### src/rtl/tbr_pkg.sv
package tbr_pkg;

  // Decoded access strobes handed from the control module to the datapath.
  typedef struct packed {
    logic ctrlWr;
    logic ctrlRd;
    logic winWr;
    logic winRd;
  } tbr_strobe_t;

endpackage

### src/rtl/tbr_ctrl.sv
module tbr_ctrl
  import tbr_pkg::*;
#(
  parameter int ADDR_W   = 8,
  parameter int IDX_W    = 5,
  parameter int CTRL_OFF = 'h48,
  parameter int WIN_OFF  = 'h4C
) (
  input  logic              clk,
  input  logic              rstN,
  input  logic              busValid,
  input  logic              busWrite,
  input  logic [ADDR_W-1:0] busAddr,
  input  logic [IDX_W-1:0]  burstLen,
  output tbr_strobe_t       strb,
  output logic [IDX_W-1:0]  stepCnt
);

  localparam logic [ADDR_W-1:0] CTRL_ADDR = ADDR_W'(CTRL_OFF);
  localparam logic [ADDR_W-1:0] WIN_ADDR  = ADDR_W'(WIN_OFF);
  localparam logic [IDX_W-1:0]  STEP_ONE  = IDX_W'(1);

  logic hitCtrl;
  logic hitWin;
  logic winAcc;
  logic lastStep;

  assign hitCtrl = busValid && (busAddr == CTRL_ADDR);
  assign hitWin  = busValid && (busAddr == WIN_ADDR);

  always_comb begin
    strb        = '0;
    strb.ctrlWr = hitCtrl && busWrite;
    strb.ctrlRd = hitCtrl && !busWrite;
    strb.winWr  = hitWin && busWrite;
    strb.winRd  = hitWin && !busWrite;
  end

  assign winAcc   = strb.winWr || strb.winRd;
  assign lastStep = (stepCnt == burstLen);

  always_ff @(posedge clk) begin
    if (!rstN) begin
      stepCnt <= '0;
    end else if (strb.ctrlWr) begin
      stepCnt <= '0;
    end else if (winAcc) begin
      stepCnt <= lastStep ? '0 : stepCnt + STEP_ONE;
    end
  end


  step_in_range_chk: assert property (@(posedge clk) disable iff (!rstN)
    $past(rstN) |-> (stepCnt <= burstLen || $past(strb.ctrlWr) == 1'b0 && stepCnt == '0 || stepCnt <= $past(burstLen)));


  step_advance_chk: assert property (@(posedge clk) disable iff (!rstN)
    (winAcc && !strb.ctrlWr && stepCnt != burstLen) |=> stepCnt == $past(stepCnt) + STEP_ONE);


  burst_restart_chk: assert property (@(posedge clk) disable iff (!rstN)
    (winAcc && !strb.ctrlWr && stepCnt == burstLen) |=> stepCnt == '0);


  ctrl_clear_chk: assert property (@(posedge clk) disable iff (!rstN)
    strb.ctrlWr |=> stepCnt == '0);


  step_hold_chk: assert property (@(posedge clk) disable iff (!rstN)
    (!winAcc && !strb.ctrlWr) |=> $stable(stepCnt));

endmodule

### src/rtl/tbr_datapath.sv
module tbr_datapath
  import tbr_pkg::*;
#(
  parameter int DATA_W    = 32,
  parameter int IDX_W     = 5,
  parameter int WIN_W     = 16,
  parameter int LEN_LSB   = 8,
  parameter int FIRST_LSB = 0
) (
  input  logic              clk,
  input  logic              rstN,
  input  tbr_strobe_t       strb,
  input  logic [DATA_W-1:0] busWdata,
  input  logic [IDX_W-1:0]  stepCnt,
  input  logic [WIN_W-1:0]  regRdata,
  output logic [DATA_W-1:0] busRdata,
  output logic [IDX_W-1:0]  regSel,
  output logic [WIN_W-1:0]  regWdata,
  output logic              regWe,
  output logic [IDX_W-1:0]  burstLen
);

  logic [IDX_W-1:0] firstIdx;

  // Control word storage: only the two fields are kept.
  always_ff @(posedge clk) begin
    if (!rstN) begin
      firstIdx <= '0;
      burstLen <= '0;
    end else if (strb.ctrlWr) begin
      firstIdx <= busWdata[FIRST_LSB +: IDX_W];
      burstLen <= busWdata[LEN_LSB +: IDX_W];
    end
  end

  // Target index; the sum is truncated to IDX_W so it wraps by itself.
  assign regSel   = firstIdx + stepCnt;
  assign regWdata = busWdata[WIN_W-1:0];
  assign regWe    = strb.winWr;

  always_comb begin
    busRdata = '0;
    if (strb.ctrlRd) begin
      busRdata[FIRST_LSB +: IDX_W] = firstIdx;
      busRdata[LEN_LSB +: IDX_W]   = burstLen;
    end else if (strb.winRd) begin
      busRdata[WIN_W-1:0] = regRdata;
    end
  end


  ctrl_store_chk: assert property (@(posedge clk) disable iff (!rstN)
    strb.ctrlWr |=> (firstIdx == $past(busWdata[FIRST_LSB +: IDX_W]) &&
                     burstLen == $past(busWdata[LEN_LSB +: IDX_W])));


  ctrl_hold_chk: assert property (@(posedge clk) disable iff (!rstN)
    !strb.ctrlWr |=> ($stable(firstIdx) && $stable(burstLen)));

endmodule

### src/rtl/tmr_burst_redirect.sv
module tmr_burst_redirect
  import tbr_pkg::*;
#(
  parameter int ADDR_W    = 8,
  parameter int DATA_W    = 32,
  parameter int IDX_W     = 5,
  parameter int WIN_W     = 16,
  parameter int LEN_LSB   = 8,
  parameter int FIRST_LSB = 0,
  parameter int CTRL_OFF  = 'h48,
  parameter int WIN_OFF   = 'h4C
) (
  input  logic              clk,
  input  logic              rstN,
  input  logic              busValid,
  input  logic              busWrite,
  input  logic [ADDR_W-1:0] busAddr,
  input  logic [DATA_W-1:0] busWdata,
  output logic [DATA_W-1:0] busRdata,
  output logic [IDX_W-1:0]  regSel,
  output logic [WIN_W-1:0]  regWdata,
  output logic              regWe,
  input  logic [WIN_W-1:0]  regRdata
);

  tbr_strobe_t      strb;
  logic [IDX_W-1:0] stepCnt;
  logic [IDX_W-1:0] burstLen;

  tbr_ctrl #(
    .ADDR_W  (ADDR_W),
    .IDX_W   (IDX_W),
    .CTRL_OFF(CTRL_OFF),
    .WIN_OFF (WIN_OFF)
  ) u_ctrl (
    .clk     (clk),
    .rstN    (rstN),
    .busValid(busValid),
    .busWrite(busWrite),
    .busAddr (busAddr),
    .burstLen(burstLen),
    .strb    (strb),
    .stepCnt (stepCnt)
  );

  tbr_datapath #(
    .DATA_W   (DATA_W),
    .IDX_W    (IDX_W),
    .WIN_W    (WIN_W),
    .LEN_LSB  (LEN_LSB),
    .FIRST_LSB(FIRST_LSB)
  ) u_dp (
    .clk     (clk),
    .rstN    (rstN),
    .strb    (strb),
    .busWdata(busWdata),
    .stepCnt (stepCnt),
    .regRdata(regRdata),
    .busRdata(busRdata),
    .regSel  (regSel),
    .regWdata(regWdata),
    .regWe   (regWe),
    .burstLen(burstLen)
  );


  win_we_chk: assert property (@(posedge clk) disable iff (!rstN)
    regWe |-> (busValid && busWrite && busAddr == ADDR_W'(WIN_OFF)));


  win_rd_upper_chk: assert property (@(posedge clk) disable iff (!rstN)
    (busValid && !busWrite && busAddr == ADDR_W'(WIN_OFF)) |->
      (busRdata[DATA_W-1:WIN_W] == '0 && busRdata[WIN_W-1:0] == regRdata));

endmodule

### config.mk
export PLATFORM = sky130hd
export DESIGN_NAME = tmr_burst_redirect
export DESIGN_NICKNAME = d
export VERILOG_FILES = /design/src/rtl/tbr_pkg.sv /design/src/rtl/tbr_ctrl.sv /design/src/rtl/tbr_datapath.sv /design/src/rtl/tmr_burst_redirect.sv
export SDC_FILE = /design/constraint.sdc
export NUM_CORES = 1
export LEC_CHECK = 0
export ABC_AREA = 0
export BUFFER_PORTS_ARGS = -buffer_cell sky130_fd_sc_hd__buf_2
export CAP_MARGIN = 5
export CORE_AREA = 5 5 79 63
export CTS_CLUSTER_DIAMETER = 200
export DETAILED_ROUTE_END_ITERATION = 7
export DIE_AREA = 0 0 84 68
export PLACE_DENSITY = 0.78
export SLEW_MARGIN = 20
export SYNTH_ARGS = -nofsm -noshare
export SYNTH_HDL_FRONTEND = slang
export SYNTH_SLANG_ARGS = --single-unit
### constraint.sdc
create_clock -name clk -period 2.4 [get_ports clk]
set_input_delay 0.48 -clock clk [delete_from_list [all_inputs] [get_ports clk]]
set_output_delay 0.48 -clock clk [all_outputs]
set_load 0.05 [all_outputs]
==> reports/metrics.yaml <==
final_nets: 279
finalHoldViolations: 0
path_delay_family: "adder cells"
clock_skew_ns: 0.00368
fin_crit_sh_pct: 96.4
wl_microns: 3300
netlist_area_sq_um: 1370
place_hpwl_microns: 2770
start_util_pct: 32.5
die_height_microns: 68
insertedDiodeCount: 0
hold_path_class: "in2reg"
rsz0062_at_grt: "false"
critPathMaxStageDelay_ns: 0.40
grt_max_degree: 17
drt_iter0_drc: 51
viasPerCell: 4.48
critical_path_class: "reg2out"
rrSetupSlack_ns: 1.07
async_flop_share_pct: 0
ys_ff_latch: 15
intPower_uw: 403
critical_path_buf_inv_count: 3
seqPwrFrac_pct: 41.3
status: "complete, no violations"
cts_tree: "done"
synth.distinct_cells: 33
mostFrequentLayoutCells: "buf_2 (68), conb_1 (16), dfxtp_1 (14), mux2i_1 (10), nor2b_1 (10)"
antenna_left: 0
powerDensity_nw_per_um2: 352
p_switching_uw: 201
start_kind: "flip-flop"
track_usage_pct: 11.2
drc: 0
cts_made_buffers: 3
wl_per_cell_microns: 12.3
fmax_mhz: 432
drive_gt1_share_pct: 48.1
routed-via-count: 1204
finalSetupTns_ns: 0
grt_pass1_vias: 1039
postCtsSetupBuffers: 0
drv_cap: 0
required_ns: 1.92
die_x_microns: 84
swShare_pct: 33.3
synth-edff-count: 0
firstDrtPassIters: 4
yosysSeqAreaShare_pct: 22.0
rows: 21
core-area_sq_um: 4200
clkPwrFrac_pct: 34.1
clock_latency_ns: 0.25
yosysWarnings: 0
maxSlewViolCount: 0
syn_area_per_cell_sq_um: 9.05
synth-main-ff-cell: "dfxtp_1"
critPathArrivalTime_ns: 1.83
crit_chain: "ha_1 -> inv_1 -> fa_1 -> inv_1 -> a21o_1 -> a21oi_2 -> xnor2_2 -> buf_6"
fin_util_pct: 40.7
final.min_clock_period_ns: 2.31
grt_pass1_wl_microns: 4930
irDropWorstVdd_v: 0.000224
cts_max_level: 1
die_area_sq_um: 5710
postSynthCellCount: 151
cp_max_fo: 3
end_kind: "primary output"
leakage_nw: 0.933
syn_to_final_growth_pct: 25.4
clock_sinks: 15
antenna_found_initial: 0
path_clk_slew_ns: 0.06
place_congestion: 0.797
portBuffers: 69
critPathMostFrequentCell: "inv_1"
clockBufferDepth: 2
pwr-share-comb_pct: 24.7
final_common_cell: "buf_2"
overflow: 0
cp_slowest_cell: "fa_1"
clock-root-buffer: "clkbuf_8"
finalSetupViolations: 0
ioPinCount: 114
==> cells in the mapped netlist, drive strengths merged, types with 2 or more instances <==
| cell | instances | area (sq um) |
|---|---|---|
| buf | 34 | 259 |
| ha | 5 | 62.6 |
| a21o | 2 | 15.0 |
| dfxtp | 15 | 300 |
| nor3 | 3 | 48.8 |
| inv | 7 | 26.3 |
| nand3 | 4 | 20.0 |
| a31oi | 3 | 18.8 |
| and2 | 7 | 47.5 |
| mux2i | 10 | 100 |
| nand2 | 8 | 32.5 |
| a22o | 10 | 97.6 |
| o211ai | 5 | 37.5 |
| nor2b | 10 | 62.6 |
| a21oi | 4 | 20.0 |
| nor2 | 3 | 11.3 |
| xnor2 | 8 | 70.1 |
| o21ai | 2 | 10.0 |
==> final timing paths <==
| check | end | from | depth (start not counted) |
|---|---|---|---|
| worst max-delay path | regSel[4] | u_dp.firstIdx[0]$_SDFFE_PN0P_ | 8 |
| worst min-delay path | u_dp.burstLen[3]$_SDFFE_PN0P_ | busWdata[11] | 3 |
| worst max register to register | u_ctrl.stepCnt[2]$_SDFFE_PP0P_ | u_ctrl.stepCnt[2]$_SDFFE_PP0P_ | 5 |
| worst min register to register | u_ctrl.stepCnt[1]$_SDFFE_PP0P_ | u_ctrl.stepCnt[1]$_SDFFE_PP0P_ | 2 |
==> flip-flops by register name, indices dropped and copies added, names as in the netlist <==
signal          cells
u_dp.firstIdx       5
u_dp.burstLen       5
u_ctrl.stepCnt      5
==> per-stage QoR <==
step | instances | instance area [sq um] | power (mW) | setup slack, ns | hold slack, ns
3_5_place_dp | 265 | 1660 | 0.404 | 0.100 | 0.550
2_1_floorplan | 166 | 1430 | 0.416 | 0.0727 | 0.501
5_1_grt | 269 | 1710 | 0.635 | 0.000931 | 0.509
6_report | 269 | 1710 | 0.604 | 0.0872 | 0.502
4_1_cts | 269 | 1710 | 0.609 | 0.0238 | 0.501
3_3_place_gp | 265 | 1660 | 0.402 | 0.103 | 0.533
==> layer usage <==
layer	up-vias	wire length, microns	track usage [%]
met5	-	0	0
met4	0	23	2.41
met3	2	438	5.17
met2	63	1400	17.3
met1	536	1430	14.4
li1	603	-	-
==> power groups by stage <==
stage	combinational, mW	sequential (mW)	clock (mW)
after CTS	0.149	0.249	0.211
after detailed placement	0.149	0.255	0
after floorplan	0.162	0.255	0
after global placement	0.147	0.255	0
after global routing	0.158	0.249	0.228
final	0.149	0.249	0.206
==> worst reg2reg max path, cell delays in order, from the launching register on <==
cell       delay, ns
dfxtp_1         0.31
buf_4           0.15
xnor2_1         0.14
nand3_1         0.24
o2111ai_1       0.27
a31oi_1         0.10
==> repair_timing <==
item	CTS	global route
resized for setup	2	2
pin swaps	0	0
hold buffers	0	0
setup endpoints to repair	1	1
==> cell families after synthesis <==
family	Yosys count	share of synthesized area [%]
buffers and inverters	42	21.2
AO/OA/AOI/OAI	27	15.2
AND/OR/NAND/NOR	41	22.3
adder cells (fa/ha/maj)	6	6.04
XOR/XNOR	9	5.77
other	1	0.274
multiplexers	10	7.33
flip-flops	15	22.0
==> cell type report <==
type	count	area, sq um
repair buffers	77	424
flip-flops and latches	15	302
inverters	7	26.3
clock buffers	4	45.0
well taps	57	71.3
multi-input cells	109	845
fillers	441	2490
Note: power is estimated with default switching activity, not from simulation.
